### config.mk
export PLATFORM = sky130hd
export DESIGN_NAME = bank_guard
export DESIGN_NICKNAME = d
export VERILOG_FILES = /design/src/rtl/bt_pkg.sv /design/src/rtl/bt_adjacency.sv /design/src/rtl/bt_bank_state.sv /design/src/rtl/bt_verdict.sv /design/src/rtl/bank_guard.sv
export SDC_FILE = /design/constraint.sdc
export NUM_CORES = 1
export LEC_CHECK = 0
export ABC_AREA = 1
export ABC_CLOCK_PERIOD_IN_PS = 8100
export BUFFER_PORTS_ARGS = -buffer_cell sky130_fd_sc_hd__buf_4
export CAP_MARGIN = 20
export CELL_PAD_IN_SITES_DETAIL_PLACEMENT = 0
export CELL_PAD_IN_SITES_GLOBAL_PLACEMENT = 2
export CORE_UTILIZATION = 36
export CTS_BUF_LIST = sky130_fd_sc_hd__clkbuf_8
export CTS_CLUSTER_SIZE = 28
export DETAILED_ROUTE_END_ITERATION = 8
export PLACE_DENSITY = 0.82
export SETUP_SLACK_MARGIN = 0.02
export SKIP_CTS_REPAIR_TIMING = 1
export SYNTH_ARGS = -nofsm -noshare
export SYNTH_HDL_FRONTEND = slang
export SYNTH_SLANG_ARGS = --single-unit
### constraint.sdc
create_clock -name clk -period 8.1 [get_ports clk]
set_clock_uncertainty 0.2 [all_clocks]
set_input_delay 0.81 -clock clk [delete_from_list [all_inputs] [get_ports clk]]
set_output_delay 0.81 -clock clk [all_outputs]
set_load 0.02 [all_outputs]
### src/rtl/bt_pkg.sv
package bt_pkg;

  typedef enum logic [2:0] {
    OP_NOP    = 3'd0,
    OP_ACT    = 3'd1,
    OP_PRE    = 3'd2,
    OP_RD     = 3'd3,
    OP_WR     = 3'd4,
    OP_RD_AP  = 3'd5,
    OP_WR_AP  = 3'd6,
    OP_PRE_X  = 3'd7
  } cmd_op_e;

  typedef enum logic [2:0] {
    E_NONE      = 3'd0,
    E_NEIGHBOUR = 3'd1,
    E_IS_OPEN   = 3'd2,
    E_CLOSED    = 3'd3,
    E_NO_ARM    = 3'd4
  } err_code_e;

endpackage

### src/rtl/bt_adjacency.sv
module bt_adjacency #(
  parameter int NBANK = 32
) (
  input  logic [NBANK-1:0] open_i,
  output logic [NBANK-1:0] busy_nbr_o
);
  localparam int HALF = NBANK / 2;

  // A bank is blocked when a neighbour in its own half is open.
  for (genvar b = 0; b < NBANK; b++) begin : g_bank
    logic lo_busy;
    logic hi_busy;
    if ((b % HALF) != 0) begin : g_lo
      assign lo_busy = open_i[b-1];
    end else begin : g_lo_edge
      assign lo_busy = 1'b0;
    end
    if ((b % HALF) != HALF - 1) begin : g_hi
      assign hi_busy = open_i[b+1];
    end else begin : g_hi_edge
      assign hi_busy = 1'b0;
    end
    assign busy_nbr_o[b] = lo_busy | hi_busy;
  end

endmodule

### src/rtl/bt_bank_state.sv
module bt_bank_state #(
  parameter int NBANK = 32,
  parameter int ROW_W = 10,
  localparam int BANK_W = $clog2(NBANK)
) (
  input  logic              clk,
  input  logic              rst,
  input  logic              set_en,
  input  logic              clr_en,
  input  logic [BANK_W-1:0] bank,
  input  logic [ROW_W-1:0]  row,
  input  logic [BANK_W-1:0] qry_bank,
  output logic [NBANK-1:0]  open_o,
  output logic [ROW_W-1:0]  qry_row
);
  localparam int HALF = NBANK / 2;

  logic [NBANK-1:0] open_q;
  logic [ROW_W-1:0] rows_q [NBANK];

  for (genvar b = 0; b < NBANK; b++) begin : g_bank
    logic hit;
    assign hit = (bank == BANK_W'(b));

    always_ff @(posedge clk) begin
      if (rst) begin
        open_q[b] <= 1'b0;
        rows_q[b] <= '0;
      end else if (set_en && hit) begin
        open_q[b] <= 1'b1;
        rows_q[b] <= row;
      end else if (clr_en && hit) begin
        open_q[b] <= 1'b0;
        rows_q[b] <= '0;
      end
    end

    // two banks sharing an amplifier are never open together
    if ((b % HALF) != HALF - 1) begin : g_pair
      a_r3_no_shared_open: assert property (@(posedge clk) disable iff (rst)
        !(open_q[b] && open_q[b+1]));
    end

    // an open bank nobody touches keeps its row
    a_r9_row_kept: assert property (@(posedge clk) disable iff (rst)
      (open_q[b] && !((set_en || clr_en) && hit)) |=> $stable(rows_q[b]));
  end

  // open and close never requested together
  a_r2_single_update: assert property (@(posedge clk) disable iff (rst)
    !(set_en && clr_en));

  assign open_o  = open_q;
  assign qry_row = rows_q[qry_bank];

endmodule

### src/rtl/bt_verdict.sv
module bt_verdict
  import bt_pkg::*;
#(
  parameter int NBANK = 32,
  localparam int BANK_W = $clog2(NBANK)
) (
  input  cmd_op_e           op,
  input  logic [BANK_W-1:0] bank,
  input  logic              mask,
  input  logic              bank_open,
  input  logic              nbr_busy,
  input  logic              arm_valid,
  input  logic [BANK_W-1:0] arm_bank,
  output err_code_e         code,
  output logic              do_open,
  output logic              do_close,
  output logic              arm_set
);

  always_comb begin
    code     = E_NONE;
    do_open  = 1'b0;
    do_close = 1'b0;
    arm_set  = 1'b0;
    unique case (op)
      OP_NOP: ;
      OP_ACT: begin
        if (bank_open)      code = E_IS_OPEN;
        else if (nbr_busy)  code = E_NEIGHBOUR;
        else                do_open = 1'b1;
      end
      OP_PRE: do_close = 1'b1;
      OP_RD: begin
        if (!bank_open) code = E_CLOSED;
        else            arm_set = 1'b1;
      end
      OP_WR: begin
        if (!bank_open) code = E_CLOSED;
        else            arm_set = !mask;
      end
      OP_RD_AP, OP_WR_AP: begin
        if (!bank_open) code = E_CLOSED;
        else            do_close = 1'b1;
      end
      OP_PRE_X: begin
        if (!(arm_valid && arm_bank == bank)) code = E_NO_ARM;
        else                                  do_close = 1'b1;
      end
      default: ;
    endcase
  end

endmodule

### src/rtl/bank_guard.sv
module bank_guard
  import bt_pkg::*;
#(
  parameter int NBANK = 32,
  parameter int ROW_W = 10,
  localparam int BANK_W = $clog2(NBANK)
) (
  input  logic              clk,
  input  logic              rst,
  input  logic              cmd_valid,
  output logic              cmd_ready,
  input  logic [2:0]        cmd_op,
  input  logic [BANK_W-1:0] cmd_bank,
  input  logic [ROW_W-1:0]  cmd_row,
  input  logic              cmd_mask,
  output logic              resp_valid,
  output logic              resp_err,
  output logic [2:0]        resp_code,
  output logic [NBANK-1:0]  open_mask,
  input  logic [BANK_W-1:0] qry_bank,
  output logic              qry_open,
  output logic [ROW_W-1:0]  qry_row
);

  cmd_op_e           op;
  logic              fire;
  logic              legal;
  logic [NBANK-1:0]  open_q;
  logic [NBANK-1:0]  busy_nbr;
  err_code_e         code;
  logic              do_open, do_close, arm_set;
  logic              arm_valid_q;
  logic [BANK_W-1:0] arm_bank_q;

  assign op        = cmd_op_e'(cmd_op);
  assign cmd_ready = !rst;
  assign fire      = cmd_valid && cmd_ready && (op != OP_NOP);
  assign legal     = (code == E_NONE);

  bt_adjacency #(.NBANK(NBANK)) u_adj (
    .open_i     (open_q),
    .busy_nbr_o (busy_nbr)
  );

  bt_verdict #(.NBANK(NBANK)) u_verdict (
    .op        (op),
    .bank      (cmd_bank),
    .mask      (cmd_mask),
    .bank_open (open_q[cmd_bank]),
    .nbr_busy  (busy_nbr[cmd_bank]),
    .arm_valid (arm_valid_q),
    .arm_bank  (arm_bank_q),
    .code      (code),
    .do_open   (do_open),
    .do_close  (do_close),
    .arm_set   (arm_set)
  );

  bt_bank_state #(.NBANK(NBANK), .ROW_W(ROW_W)) u_state (
    .clk      (clk),
    .rst      (rst),
    .set_en   (fire && legal && do_open),
    .clr_en   (fire && legal && do_close),
    .bank     (cmd_bank),
    .row      (cmd_row),
    .qry_bank (qry_bank),
    .open_o   (open_q),
    .qry_row  (qry_row)
  );

  // Extended-precharge permission: set by a legal read/unmasked write,
  // dropped by any other legal command, untouched by illegal ones.
  always_ff @(posedge clk) begin
    if (rst) begin
      arm_valid_q <= 1'b0;
      arm_bank_q  <= '0;
    end else if (fire && legal) begin
      arm_valid_q <= arm_set;
      arm_bank_q  <= cmd_bank;
    end
  end

  always_ff @(posedge clk) begin
    if (rst) begin
      resp_valid <= 1'b0;
      resp_err   <= 1'b0;
      resp_code  <= E_NONE;
    end else begin
      resp_valid <= fire;
      resp_err   <= fire && !legal;
      resp_code  <= fire ? code : E_NONE;
    end
  end

  assign open_mask = open_q;
  assign qry_open  = open_q[qry_bank];

  // leaving reset, every bank is closed
  a_r1_reset_closed: assert property (@(posedge clk) disable iff (rst)
    $fell(rst) |-> (open_q == '0));

  // activate to an open bank is refused
  a_r4_act_open_refused: assert property (@(posedge clk) disable iff (rst)
    (fire && op == OP_ACT && open_q[cmd_bank]) |=> (resp_err && resp_code == E_IS_OPEN));

  // after an auto-precharge column command the bank is closed
  a_r7_autopre_closed: assert property (@(posedge clk) disable iff (rst)
    (fire && (op == OP_RD_AP || op == OP_WR_AP)) |=> !open_q[$past(cmd_bank)]);

  // a refused command leaves the open set as it was
  a_r9_err_keeps_state: assert property (@(posedge clk) disable iff (rst)
    resp_err |-> (open_q == $past(open_q)));

  // an error is only reported inside a response
  a_r10_err_in_resp: assert property (@(posedge clk) disable iff (rst)
    resp_err |-> resp_valid);

endmodule

Word-level counts from Yosys, hierarchy flattened

Memory sizes are Yosys's and may differ from the RTL's.
Index checks and enable logic that the tools add are counted.

$lt $le $gt $ge: 2
Equality and inequality tests: 39
Mux-type cells: 373
Bitwise gates (word level): 93
Reduce and logical (&&, ||, !) cells: 112

Operator list:

| kind               | count |
|---|---|
| $mux 10            | 64 |
| $mux 1             | 300 |
| $or 1x1->1         | 92 |
| $eq 5x5->1 const B | 16 |
| $logic_and 1x1->1  | 71 |
| $reduce_bool 2->1  | 32 |
| $eq 5x4->1 const B | 8 |
| $eq 5x3->1 const B | 4 |
| $bmux 1 s5         | 3 |
| $eq 3x3->1 const B | 4 |
| $lt 5x6->1 const B | 2 |
| $eq 5x2->1 const B | 2 |
| $pmux 3 s3         | 1 |
| $eq 3x2->1 const B | 2 |
| $mux 3             | 2 |
| $eq 5x1->1 const B | 1 |
| $eq 5x5->1         | 1 |
| $logic_not 5->1    | 1 |
| $reduce_or 2->1    | 2 |
| $reduce_or 4->1    | 1 |
| $eq 3x1->1 const B | 1 |
| $logic_not 1->1    | 3 |
| $logic_not 3->1    | 1 |
| $pmux 1 s3         | 1 |
| 4 further kinds    | 4 |

Register bits after elaboration: 43
Bits in writable memories: 320
Input port bits: 27
Output and inout port bits: 49
Word-level logic and storage cells: 657
Memories kept: 1

Memory list:

| memory         | depth | bits a word | rd ports | clocked after memory_dff | write ports | RTL line            | source |
|---|---|---|---|---|---|---|---|
| u_state.rows_q | 32    | 10          | 1        | 0                        | 32          | bt_bank_state.sv:19 | `logic [ROW_W-1:0] rows_q [NBANK];` |

Longest topological paths before layout

Depth after elaboration: 15
Mapped depth: 20
Depth with buffers taken out: 18

Hierarchy

A second synthesis with hierarchy kept.

Cell total of the unflattened synthesis: 2,108
Area total of the unflattened synthesis: 18,258.8 sq um

By module, submodules not included:

| module        | times used | cells an instance | area each (sq um) | sequential area each (sq um) |
|---|---|---|---|---|
| bt_bank_state | 1          | 1,714             | 16,336.9          | 10,249.8 |
| bank_guard    | 1          | 278               | 1,450.1           | 220.2 |
| bt_adjacency  | 1          | 64                | 255.2             | 0.0 |
| bt_verdict    | 1          | 52                | 216.5             | 0.0 |

Worst setup path after synthesis

Ideal clock, no wire load.

Path kind: input -> output
From: input qry_bank[0]
To: output qry_row[5]
Arrival: 2.348 ns
Required time: 7.090 ns
Setup slack: 4.742 ns
Cell stages on the path: 7
Buffers on the path: 3
Path through: clkbuf_1 > clkbuf_1 > buf_1 > nor2_1 > o221ai_1 > nand3_1 > a31oi_1

Word-level cells in the longest chain between the ends: 1

Ends and longest elaborated chain:

| item          | RTL line         | source |
|---|---|---|
| from (decl)   | bank_guard.sv:20 | `input logic [BANK_W-1:0] qry_bank,` |
| $mem_v2 32x10 | --               |  |
| to (decl)     | bank_guard.sv:22 | `output logic [ROW_W-1:0] qry_row` |

No other way between the ends.

Worst setup path in the final report

From: input qry_bank[0]
To: output qry_row[1]

The elaborated chain is that of the path after synthesis.

==> summary.md <==
| Metric | Value |
|---|---|
| Run status | `finished, final reports clean` |
| Half-perimeter wire length after placement | `about 39000 um` |
| Achievable Freq | `between 0.15 and 0.2 GHz` |
| Library cell used as clock root buffer | `clkbuf_8` |
| Capture point of the worst reg-to-reg path | `u_state.rows_q[5][4]$_SDFFCE_PP0P_` |
| Global-route wire length before repair | `90400 um` |
| Die Y-Extent | `about 230 um` |
| Deepest level of the CTS H-tree | `2` |
| TritonCTS clock tree | `yes` |
| Worst-case clock buffer depth | `3` |
| Slowest stage cell, crit path | `a32oi_1` |
| Total clock buffers created by CTS | `60` |
| Critical hold path startpoint | `cmd_bank[3]` |
| Total GRT Usage | `24.4%` |
| Vias in the first global route | `between 10000 and 15000` |
| Number of hold-slack violations in the final timing report | `0` |
| Number of nets in the finished design | `1909` |
| Filler Cell Count | `4981` |
| Worst slew slack as a fraction of its limit | `29.9%` |
| Worst stage delay on the critical path | `0.65 ns` |
| Hold depth | `3` |
| Setup violators final | `0` |
| Top fanout value on the critical path | `65` |
| Critical path capture point type | `primary output` |
| Final critical-path required period | `5.15 ns` |
| Total leakage power | `around 0.0075 uW` |
| Number of antenna-violating nets in the routed design | `0` |
| Max IR drop VDD | `~0.11 mV` |
| Most frequent cell on the critical path | `buf_4` |
| Per-cell routed wire length | `23.8 um` |
| Setup slack of the most critical reg-to-reg path | `about 3.8 ns` |
| Path depth of the worst reg2reg path | `18` |
| Kind of critical path | `in2out` |
| Final total negative setup slack | `0 ns` |
| Met1 GRT Util | `roughly a third` |
| Clock net sink count | `363` |
| Diodes inserted | `0` |
| Met2 track demand over resource | `~40%` |
| Post-route fraction of the period consumed by the critical path | `63.6%` |
| Most common library cell in the layout ignoring fill and taps | `nor2_1` |
| Worst-margin pin slew | `between 1 and 1.5 ns` |
| Syn Std Cell Area | `18000 sq um` |
| Synthesis warning total | `0` |
| GR Util met3 | `4.63%` |
| Data arrival time of the worst path | `approximately 4.1 ns` |
| Number of pins with negative max-slew slack in the final report | `0` |
| Cell chain of the critical path | `buf_4 -> buf_4 -> buf_4 -> o21ai_0 -> o22ai_1 -> o21ai_0 -> a32oi_1 -> buf_4` |
| Number of buffers added on ports | `75` |
| DRC Markers | `0` |
| Delay-heaviest family, CP | `buffers and inverters` |
| Number of rows created at floorplan | `81` |
| Worst skew pair latency | `0.66 ns` |
| Net count after synthesis | `roughly 1900` |
| Fraction of final layout cells with drive strength greater than 1 | `16.7%` |
| Starting utilization of the core area | `between 30% and 40%` |
| Reg-to-reg critical path startpoint | `u_state.open_o[27]$_SDFFE_PP0P_` |
| CP bufs+invs | `4` |
| Commonest cells after routing, fill and taps aside | `nor2_1 (493), edfxtp_1 (320), o21ai_0 (200)` |
| Total power divided by cell area | `roughly 210 nW/um^2` |
| Endpoint, Worst Hold | `arm_bank_q[3]$_SDFFE_PP0P_` |
| GR Overflow Total | `0` |
| GRT Max-Usage Layer | `met2` |
| Synthesis-to-layout area growth | `10.7%` |
| Post-synthesis cell count | `1889` |
| Class of the worst hold path | `in2reg` |
| Area of the placeable core | `roughly 49000 sq um` |
| Max-cap violations | `0` |
| Horizontal die dimension | `225 um` |
| Post-Place Setup Slack | `2.72 ns` |
| Antenna violations before repair | `0` |
| Number of vias in the routed layout | `14305` |
| Area of the die | `50800 sq um` |
| Endpoint required time on the critical path | `7.09 ns` |
| Crit path launch type | `primary input` |
| Number of DRC violations after detailed-routing iteration 0 | `1534` |
| Final weighted congestion in routability-driven placement | `around 0.9` |
| Maximum number of pins on one net before global-route repair | `approximately 110` |
| Worst Setup SP | `qry_bank[0]` |
| Vias/cell | `5.51` |
| Total iterations of the first detailed-routing run | `6` |
| Number of register bits inferred by synthesis | `363` |
| Unrepaired setup endpoints after global routing | `false` |
| Post-synthesis area per instance | `about 9.5 sq um` |
| Wire length reported by the detailed router | `61700 um` |
| Top Ports | `between 70 and 80` |
| Clock transition at path regs | `0.06 ns` |
| Post-route worst setup slack | `2.95 ns` |
| Sequential-to-total area share from yosys stat | `58.3%` |
| Cell variety after synth | `35` |
area by class of cell:
class	count	area, sq um	share of cell area, %
flip-flops and latches	363	10500	52.6
inverters	120	453	2.28
clock buffers	68	936	4.71
multi-input cells	1241	6140	30.9
well taps	664	831	4.18
clock inverters	45	324	1.63
repair buffers	96	733	3.69
worst min-delay path, stage by stage:
cell and delay [ns]:
buf_4 0.10, inv_2 0.05, a21oi_1 0.10
worst max-delay path by stage:
stage | to | cells after the start
after floorplan | qry_row[5] | 7
after global placement | u_state.rows_q[5][1]$_SDFFCE_PP0P_ | 18
after detailed placement | u_state.rows_q[5][1]$_SDFFCE_PP0P_ | 18
after CTS | qry_row[8] | 10
after global routing | qry_row[8] | 10
final | qry_row[1] | 8
layer usage:
| metal | wire [um] | vias up | share of wire (%) |
|---|---|---|---|
| met5 | 0 | - | 0 |
| met4 | 1780 | 0 | 2.9 |
| met3 | 5210 | 102 | 8.4 |
| met2 | 28500 | 649 | 46 |
| met1 | 26300 | 7055 | 43 |
| li1 | - | 6499 | - |
metrics by stage:
stage / hold slack [ns] / utilization, % / total power (uW) / area, sq um / cells
2_1_floorplan: 0.269 / - / 2350 / 18000 / 1889
3_3_place_gp: 0.298 / 38.0 / 2510 / 18600 / 2484
3_5_place_dp: 0.314 / 38.0 / 2510 / 18600 / 2484
4_1_cts: 0.201 / 40.5 / 4200 / 19900 / 2597
5_1_grt: 0.259 / 40.5 / 4300 / 19900 / 2597
6_report: 0.247 / 40.5 / 4180 / 19900 / 2597
logic make-up after synthesis:
kind of cell              Yosys count  share of synthesized area (%)
and+or+nand+nor                   878                           22.2
DFF                               363                           58.3
AOI/OAI and AO/OA                 361                           11.9
buffers and inverters             285                           7.60
xor gates and xnor gates            2                         0.0975
state kept, by name, indices dropped and copies added, names as in the netlist:
name	cells
resp_code	3
arm_valid_q	1
u_state.open_o	32
resp_err	1
arm_bank_q	5
resp_valid	1
u_state.rows_q	320
cells in the mapped netlist:
master / n / area [sq um]
a211oi_1: 1 / 7.51
a21boi_0: 1 / 7.51
a21oi_1: 52 / 260
a31oi_1: 11 / 68.8
a32oi_1: 10 / 87.6
buf_1: 5 / 18.8
buf_2: 8 / 40.0
buf_4: 2 / 15.0
buf_6: 37 / 417
clkbuf_1: 113 / 424
clkinv_1: 2 / 7.51
dfxtp_1: 43 / 861
edfxtp_1: 320 / 9610
inv_1: 83 / 312
inv_2: 35 / 131
nand2_1: 120 / 450
nand2_2: 2 / 12.5
nand2_4: 1 / 11.3
nand2b_1: 1 / 6.26
nand3_1: 94 / 470
nand3_2: 1 / 10.0
nand3b_1: 2 / 15.0
nand4_1: 32 / 200
nor2_1: 493 / 1850
nor2_2: 68 / 425
nor2_4: 32 / 360
nor3_1: 31 / 155
nor3b_2: 1 / 12.5
o211ai_1: 2 / 15.0
o21ai_0: 200 / 1000
o21ai_1: 1 / 5.00
o221ai_1: 64 / 561
o22ai_1: 19 / 119
xnor2_1: 1 / 8.76
xor2_1: 1 / 8.76
power by group:
part | internal [uW] | switching, uW
clock | 928 | 771
combinational | 86.9 | 305
sequential | 2070 | 14.8
total | 3090 | 1090
Power figures use the tool's default switching activity.
